<file path="config.mk">
export PLATFORM = sky130hd
export DESIGN_NAME = mq_fifo_rdport
export DESIGN_NICKNAME = d
export VERILOG_FILES = /design/src/rtl/mqf_pkg.sv /design/src/rtl/mqf_sel_ctrl.sv /design/src/rtl/mqf_queue_ctrl.sv /design/src/rtl/mqf_rd_pipe.sv /design/src/rtl/mq_fifo_rdport.sv
export SDC_FILE = /design/constraint.sdc
export NUM_CORES = 1
export LEC_CHECK = 0
export BUFFER_PORTS_ARGS = -buffer_cell sky130_fd_sc_hd__buf_2
export CAP_MARGIN = 20
export CORE_UTILIZATION = 30
export CTS_CLUSTER_DIAMETER = 100
export DETAILED_ROUTE_END_ITERATION = 7
export PLACE_DENSITY = 0.42
export SLEW_MARGIN = 20
export SYNTH_ARGS = -nofsm -noshare
export SYNTH_HDL_FRONTEND = slang
export SYNTH_SLANG_ARGS = --single-unit
</file>
<file path="constraint.sdc">
create_clock -name clk -period 6.9 [get_ports clk]
set_input_delay 0.345 -clock clk [delete_from_list [all_inputs] [get_ports clk]]
set_output_delay 0.345 -clock clk [all_outputs]
set_load 0.005 [all_outputs]
</file>
<file path="src/rtl/mqf_pkg.sv">
// Package: shared types of the multi-queue FIFO read port.
// Assumes: nothing beyond standard SystemVerilog.
package mqf_pkg;
    // Output width mode latched at master reset
    typedef enum logic {
        WIDTH_FULL = 1'b0,
        WIDTH_HALF = 1'b1
    } width_mode_e;
endpackage

</file>
<file path="src/rtl/mqf_sel_ctrl.sv">
// Module: queue selection control.
// Holds the write and read queue selections, refuses read selections before
// configuration is done or when they collide with the flag strobe, and
// decides whether a partial reset request is accepted.
// Assumes: all inputs synchronous to clk; rst_n is synchronous active low.
module mqf_sel_ctrl #(
    parameter int NQ = 4,
    parameter int QW = $clog2(NQ)
) (
    input  logic          clk,
    input  logic          rst_n,
    input  logic          cfg_done,
    input  logic          wsel_en,
    input  logic [QW-1:0] wsel_q,
    input  logic          rsel_en,
    input  logic [QW-1:0] rsel_q,
    input  logic          flag_strobe,
    input  logic          part_rst_n,
    output logic [QW-1:0] wq_sel,
    output logic          wq_vld,
    output logic [QW-1:0] rq_sel,
    output logic          rq_vld,
    output logic          rsel_evt,
    output logic          sel_err,
    output logic          prs_go,
    output logic [QW-1:0] prs_q
);
    logic       any_sel;
    logic [1:0] age;

    assign rsel_evt = rsel_en && !flag_strobe && cfg_done;
    assign any_sel  = rsel_evt || wsel_en;

    // Write-side selection register
    always_ff @(posedge clk) begin
        if (!rst_n) begin
            wq_sel <= '0;
            wq_vld <= 1'b0;
        end else if (wsel_en) begin
            wq_sel <= wsel_q;
            wq_vld <= 1'b1;
        end
    end

    // Read-side selection register, gated by configuration and collision
    always_ff @(posedge clk) begin
        if (!rst_n) begin
            rq_sel <= '0;
            rq_vld <= 1'b0;
        end else if (rsel_evt) begin
            rq_sel <= rsel_q;
            rq_vld <= 1'b1;
        end
    end

    // Collision error pulse, one cycle after the offending cycle
    always_ff @(posedge clk) begin
        if (!rst_n) sel_err <= 1'b0;
        else        sel_err <= rsel_en && flag_strobe;
    end

    // Cycles elapsed since the most recent selection of either side
    always_ff @(posedge clk) begin
        if (!rst_n)            age <= '0;
        else if (any_sel)      age <= 2'd1;
        else if (age != 2'd3)  age <= age + 2'd1;
    end

    assign prs_go = !part_rst_n && wq_vld && rq_vld && (wq_sel == rq_sel)
                    && (age >= 2'd2) && !any_sel;
    assign prs_q  = rq_sel;
endmodule

</file>
<file path="src/rtl/mqf_queue_ctrl.sv">
// Module: per-queue pointer and occupancy bookkeeping.
// One read pointer, write pointer and count per queue; a partial reset of a
// queue overrides any push or pop to it in the same cycle.
// Assumes: DEPTH is a power of two so pointers wrap naturally.
module mqf_queue_ctrl #(
    parameter int NQ    = 4,
    parameter int DEPTH = 16,
    parameter int QW    = $clog2(NQ),
    parameter int PW    = $clog2(DEPTH),
    parameter int CW    = $clog2(DEPTH + 1)
) (
    input  logic           clk,
    input  logic           rst_n,
    input  logic           push,
    input  logic [QW-1:0]  push_q,
    input  logic           pop,
    input  logic [QW-1:0]  pop_q,
    input  logic           prs_go,
    input  logic [QW-1:0]  prs_q,
    output logic           push_acc,
    output logic [PW-1:0]  wr_ptr,
    output logic [PW-1:0]  rd_ptr,
    output logic           rd_empty,
    output logic [NQ*CW-1:0] cnt_flat
);
    logic [NQ*PW-1:0] rp_flat;
    logic [NQ*PW-1:0] wp_flat;
    logic [NQ-1:0]    push_vec;

    for (genvar i = 0; i < NQ; i++) begin : g_q
        logic [PW-1:0] rp;
        logic [PW-1:0] wp;
        logic [CW-1:0] cnt;
        logic          hit_prs;
        logic          do_push;
        logic          do_pop;

        assign hit_prs = prs_go && (prs_q == QW'(i));
        assign do_push = push && (push_q == QW'(i)) && (cnt != CW'(DEPTH)) && !hit_prs;
        assign do_pop  = pop && (pop_q == QW'(i)) && (cnt != '0) && !hit_prs;

        // Pointer and count update for queue i
        always_ff @(posedge clk) begin
            if (!rst_n || hit_prs) begin
                rp  <= '0;
                wp  <= '0;
                cnt <= '0;
            end else begin
                if (do_push) wp <= wp + 1'b1;
                if (do_pop)  rp <= rp + 1'b1;
                case ({do_push, do_pop})
                    2'b10:   cnt <= cnt + 1'b1;
                    2'b01:   cnt <= cnt - 1'b1;
                    default: cnt <= cnt;
                endcase
            end
        end

        assign rp_flat[i*PW +: PW]  = rp;
        assign wp_flat[i*PW +: PW]  = wp;
        assign cnt_flat[i*CW +: CW] = cnt;
        assign push_vec[i]          = do_push;
    end

    assign push_acc = |push_vec;
    assign wr_ptr   = wp_flat[push_q*PW +: PW];
    assign rd_ptr   = rp_flat[pop_q*PW +: PW];
    assign rd_empty = (cnt_flat[pop_q*CW +: CW] == '0);
endmodule

</file>
<file path="src/rtl/mqf_rd_pipe.sv">
// Module: two-stage read output pipeline with optional half-width output.
// Stage 1 captures the fetched word (or half) and its validity; stage 2
// drives the port. In half mode a phase bit walks low half then high half
// and the word is popped only with the high half.
// Assumes: DW is even; the caller only asserts rd_ok for a non-empty queue.
module mqf_rd_pipe #(
    parameter int DW = 18,
    parameter int HW = DW / 2
) (
    input  logic                clk,
    input  logic                rst_n,
    input  mqf_pkg::width_mode_e mode,
    input  logic                rd_req,
    input  logic                rd_ok,
    input  logic                phase_clr,
    input  logic [DW-1:0]       word,
    output logic                pop,
    output logic [DW-1:0]       rd_data,
    output logic                out_valid_n
);
    logic          phase;
    logic          s1_upd;
    logic          s1_vld;
    logic [DW-1:0] s1_data;
    logic [DW-1:0] pick;

    assign pop = rd_ok && ((mode == mqf_pkg::WIDTH_FULL) || phase);

    // Choose the full word or the current half, zero-extended
    always_comb begin
        if (mode == mqf_pkg::WIDTH_FULL) pick = word;
        else if (phase)                  pick = {{HW{1'b0}}, word[DW-1:HW]};
        else                             pick = {{(DW-HW){1'b0}}, word[HW-1:0]};
    end

    // Half-select phase; restarts on a new read queue or its partial reset
    always_ff @(posedge clk) begin
        if (!rst_n || phase_clr)                       phase <= 1'b0;
        else if (rd_ok && mode == mqf_pkg::WIDTH_HALF) phase <= !phase;
    end

    // Stage 1: capture fetch result for every pop request
    always_ff @(posedge clk) begin
        if (!rst_n) begin
            s1_upd  <= 1'b0;
            s1_vld  <= 1'b0;
            s1_data <= '0;
        end else begin
            s1_upd  <= rd_req;
            s1_vld  <= rd_ok;
            s1_data <= rd_ok ? pick : '0;
        end
    end

    // Stage 2: output register, updated only behind a pop request
    always_ff @(posedge clk) begin
        if (!rst_n) begin
            rd_data     <= '0;
            out_valid_n <= 1'b1;
        end else if (s1_upd) begin
            rd_data     <= s1_data;
            out_valid_n <= !s1_vld;
        end
    end
endmodule

</file>
<file path="src/rtl/mq_fifo_rdport.sv">
// Module: multi-queue FIFO with pipelined, selectable read port (top).
// NQ queues of DEPTH words share one storage array, each in its own region
// addressed by {queue, pointer}. Write and read sides each select a queue;
// pops come out two edges after the request with an active-low valid flag.
// Assumes: single clock; synchronous active-low master reset; DEPTH and NQ
// powers of two; DW even.
module mq_fifo_rdport #(
    parameter int NQ    = 4,
    parameter int DW    = 18,
    parameter int DEPTH = 16,
    parameter int QW    = $clog2(NQ)
) (
    input  logic          clk,
    input  logic          rst_n,
    input  logic          half_width_cfg,
    input  logic          cfg_done,
    input  logic          wsel_en,
    input  logic [QW-1:0] wsel_q,
    input  logic          wr_en,
    input  logic [DW-1:0] wr_data,
    input  logic          rsel_en,
    input  logic [QW-1:0] rsel_q,
    input  logic          flag_strobe,
    input  logic          rd_en_n,
    input  logic          part_rst_n,
    output logic [DW-1:0] rd_data,
    output logic          out_valid_n,
    output logic          sel_err
);
    localparam int PW    = $clog2(DEPTH);
    localparam int CW    = $clog2(DEPTH + 1);
    localparam int WORDS = NQ * DEPTH;

    mqf_pkg::width_mode_e mode;
    logic [QW-1:0]  wq_sel;
    logic           wq_vld;
    logic [QW-1:0]  rq_sel;
    logic           rq_vld;
    logic           rsel_evt;
    logic           prs_go;
    logic [QW-1:0]  prs_q;
    logic           push_acc;
    logic [PW-1:0]  wr_ptr;
    logic [PW-1:0]  rd_ptr;
    logic           rd_empty;
    logic [NQ*CW-1:0] cnt_flat;
    logic           rd_req;
    logic           rd_ok;
    logic           prs_on_rd;
    logic           pop;
    logic [DW-1:0]  word;
    logic [DW-1:0]  mem [WORDS];

    // Width strap latched while master reset is held
    always_ff @(posedge clk) begin
        if (!rst_n) mode <= mqf_pkg::width_mode_e'(half_width_cfg);
    end

    mqf_sel_ctrl #(.NQ(NQ), .QW(QW)) u_sel (
        .clk(clk), .rst_n(rst_n), .cfg_done(cfg_done),
        .wsel_en(wsel_en), .wsel_q(wsel_q),
        .rsel_en(rsel_en), .rsel_q(rsel_q), .flag_strobe(flag_strobe),
        .part_rst_n(part_rst_n),
        .wq_sel(wq_sel), .wq_vld(wq_vld), .rq_sel(rq_sel), .rq_vld(rq_vld),
        .rsel_evt(rsel_evt), .sel_err(sel_err), .prs_go(prs_go), .prs_q(prs_q)
    );

    mqf_queue_ctrl #(.NQ(NQ), .DEPTH(DEPTH), .QW(QW), .PW(PW), .CW(CW)) u_qc (
        .clk(clk), .rst_n(rst_n),
        .push(wr_en && wq_vld), .push_q(wq_sel),
        .pop(pop), .pop_q(rq_sel),
        .prs_go(prs_go), .prs_q(prs_q),
        .push_acc(push_acc), .wr_ptr(wr_ptr), .rd_ptr(rd_ptr),
        .rd_empty(rd_empty), .cnt_flat(cnt_flat)
    );

    assign rd_req    = !rd_en_n && rq_vld;
    assign prs_on_rd = prs_go && (prs_q == rq_sel);
    assign rd_ok     = rd_req && !rd_empty && !prs_on_rd;

    // Shared storage write port
    always_ff @(posedge clk) begin
        if (push_acc) mem[{wq_sel, wr_ptr}] <= wr_data;
    end

    assign word = mem[{rq_sel, rd_ptr}];

    mqf_rd_pipe #(.DW(DW)) u_rp (
        .clk(clk), .rst_n(rst_n), .mode(mode),
        .rd_req(rd_req), .rd_ok(rd_ok), .phase_clr(rsel_evt || prs_on_rd),
        .word(word), .pop(pop),
        .rd_data(rd_data), .out_valid_n(out_valid_n)
    );
endmodule

</file>
==> impl_metrics.csv <==
group,metric,value,unit
power,combinationalPowerShare,1.9,%
clock_tree,cts-htree-levels,4,
global_routing,grt_max_degree,100,
timing,period_minus_slack,4.74,ns
timing,fin_tns_setup,0,ns
flow_run,cap_violations,0,
synth,syn-instance-count,3274,
place,placed_cells,5450,
route,firstDrtPassIters,5,
clock_tree,cts_tree,"yes",
finish,nFillCells,15921,
route,top_layer,"met4",
timing,slew_violations,0,
die,row_count,150,
power,powerDensity,272,nW/um^2
route,wl_per_cell,27.1,um
worst_setup_path,r2r_slack,2.16,ns
synth,synth_ff_type,"edfxtp_1",
die,die_h,413,um
route,drt-initial-drc-count,2757,
finish,area_growth,15.6,%
finish,seqCellArea,36600,sq um
clock_tree,clockBufferDepth,3,
die,core,167000,sq um
die,fp.dieW,413,um
global_routing,grt_antenna_before_repair,9,
clock_tree,post_cts_buffers,0,
worst_setup_path,path_class,"reg2reg",
finish,stdcell_count,5731,
timing,hold_viol,0,
route,vias,28827,
place,dpl.hpwl,91400,um
synth,synth.most_common_cell,"edfxtp_1",
min_path,hp-class,"in2reg",
route,wl_met3,7010,um
worst_setup_path,cp_max_fo,20,
finish,drive_gt1_share,14.0,%
timing,finalSetupViolCount,0,
synth,synthArstFlopShare,0,%
synth,synth_top_area_cell,"edfxtp_1",
global_routing,grt_pass1_vias,28396,
worst_setup_path,critPathLaunchType,"register",
timing,rsz0062_at_grt,"no",
synth,ys_ff_latch,1254,
route,ant_nets,0,
power,p_switching,3.39,mW
timing,tightest_slew,1.16,ns
synth,synthDistinctLibCells,68,
synth,syn-num-nets,3336,
status,status,"completed",
route,drc,0,
power,pwr-share-seq,52.4,%
timing,slew_headroom,22.2,%
die,dieArea,170000,sq um
timing,fin_skew,0.0222,ns
power,p_clk_share,45.7,%
global_routing,overflow,0,
worst_setup_path,cp_data_arrival_time,5.23,ns
synth,ys_seq_area_share,72.4,%
power,internal_power,12.5,mW
worst_setup_path,cp.required,7.39,ns
die,design.portCount,52,
synth,synthTopCellsByCount,"edfxtp_1, mux2i_1, nand2_1",
route,vias_per_cell,5.03,
clock_tree,root_buffer,"clkbuf_16",
clock_tree,clk_pin_slew,0.06,ns
route,wirelength,156000,um
global_routing,grt_pass1_wl,220000,um
synth,synth_top_area_share,68.4,%
power,leakage,18.0,nW
synth,synth_edf_count,1153,
clock_tree,cts_buffers,143,
finish,multi_input_area,13200,sq um
timing,period_share,68.7,%
power,ir_drop,0.227,mV
route,route.met2.wl,69900,um
clock_tree,cts.sinks,1254,
die,start_util,30.3,%
timing,max_freq,211,MHz
power,switching_share,21.3,%
synth,yosys_warnings,0,
finish,nets,3470,
route,wl_met1,75000,um
clock_tree,clock_latency,0.78,ns
place,port_buffers,51,
synth,synthTopCellsByArea,"edfxtp_1, mux2i_1, dfxtp_1",
global_routing,grtUsageTotal,18.3,%
synth,syn_avg_cell_area,15.5,sq um
place,gp_congestion,0.797,
worst_setup_path,crit_path_end_kind,"register",
synth,syn_area,50600,sq um
## metrics by stage
| stage | utilization (%) | hold WS (ns) | area (sq um) | setup slack (ns) | total power, mW |
|---|---|---|---|---|---|
| 2_1_floorplan | - | 0.441 | 50600 | 2.69 | 8.56 |
| 3_5_place_dp | 32.2 | 0.472 | 53900 | 2.30 | 8.78 |
| 3_3_place_gp | 32.2 | 0.467 | 53800 | 2.26 | 8.78 |
| 4_1_cts | 35.0 | 0.142 | 58400 | 2.28 | 16.1 |
| 5_1_grt | 35.0 | 0.201 | 58500 | 1.94 | 16.4 |
| 6_report | 35.0 | 0.223 | 58500 | 2.16 | 15.9 |
## flip-flops by register name, summed over array words and instances (netlist names), 2 cells and up
register	flops
mem	1152
u_qc.g_q.cnt	20
u_qc.g_q.rp	16
u_qc.g_q.wp	16
u_rp.rd_data	18
u_rp.s1_data	18
u_sel.age	2
u_sel.prs_q	2
u_sel.wq_sel	2
## power by group through the flow
stage          Clock, mW  Combinational (mW)  Sequential (mW)
2_1_floorplan          0              0.0848             8.47
3_3_place_gp           0               0.296             8.48
3_5_place_dp           0               0.297             8.48
4_1_cts             7.45               0.305             8.32
5_1_grt             7.73               0.323             8.32
6_report            7.27               0.300             8.32
## final cells by class
class | count | share of cell area (%)
Clock buffer | 199 | 6.69
Sequential cell | 1254 | 62.7
Clock inverter | 63 | 0.869
Antenna cell | 2 | 0.00856
Multi-Input combinational cell | 1799 | 22.6
Timing Repair Buffer | 176 | 2.24
Inverter | 34 | 0.218
Tap cell | 2204 | 4.72
## worst paths after layout
path                    start               end  cells past startpoint
max reg2reg    u_sel.prs_q[0]       mem[40][12]                      7
max            u_sel.prs_q[0]       mem[40][12]                      7
min reg2reg  u_rp.rd_data[15]  u_rp.rd_data[15]                      2
min                part_rst_n        u_rp.phase                      5
## routing by layer
metal  track usage (%)  up-vias
li1                  -    12955
met1              26.7    15025
met2              27.9      680
met3              2.70      167
met4              5.29        0
met5                 0        -
## logic make-up after synthesis
kind of cell    Yosys count  share of synthesized area [%]
xor+xnor                 40                          0.693
flops                  1254                           72.4
fa+ha+maj                30                          0.801
compound gates          474                           6.76
buf+inv                 221                           2.20
simple gates            810                           7.25
mux                     445                           9.86
## worst max-delay path: stages, from the launching register on
cell and delay [ns]:
dfxtp_2 0.65, buf_4 0.34, nand2b_1 0.71, o31a_1 0.30
or4_1 0.36, nand3_1 0.75, nor2_2 1.02, buf_4 0.26
## what timing repair did
item / CTS / global route
resized for setup: 0 / 0
hold endpoints to repair: 14 / 0
hold buffers: 17 / 0
## layout by cell type (no fill, tap or decap), types with 23 or more instances in the layout
| master | count |
|---|---|
| clkbuf_16 | 147 |
| o211ai_1 | 24 |
| nand3_1 | 66 |
| dfxtp_1 | 99 |
| a21oi_1 | 91 |
| nor2_2 | 33 |
| and2_1 | 24 |
| nor4_1 | 26 |
| a211oi_1 | 126 |
| clkbuf_1 | 48 |
| o21ai_0 | 45 |
| a311oi_1 | 47 |
| nor2b_1 | 75 |
| mux4_2 | 38 |
| ha_1 | 26 |
| inv_1 | 32 |
| buf_2 | 51 |
| buf_4 | 102 |
| a311o_1 | 23 |
| edfxtp_1 | 1153 |
| nor2_1 | 128 |
| nor2_4 | 28 |
| xor2_1 | 26 |
| mux2i_1 | 391 |
| clkinv_1 | 25 |
| nand2_1 | 348 |
(Power assumes the default switching activity.)
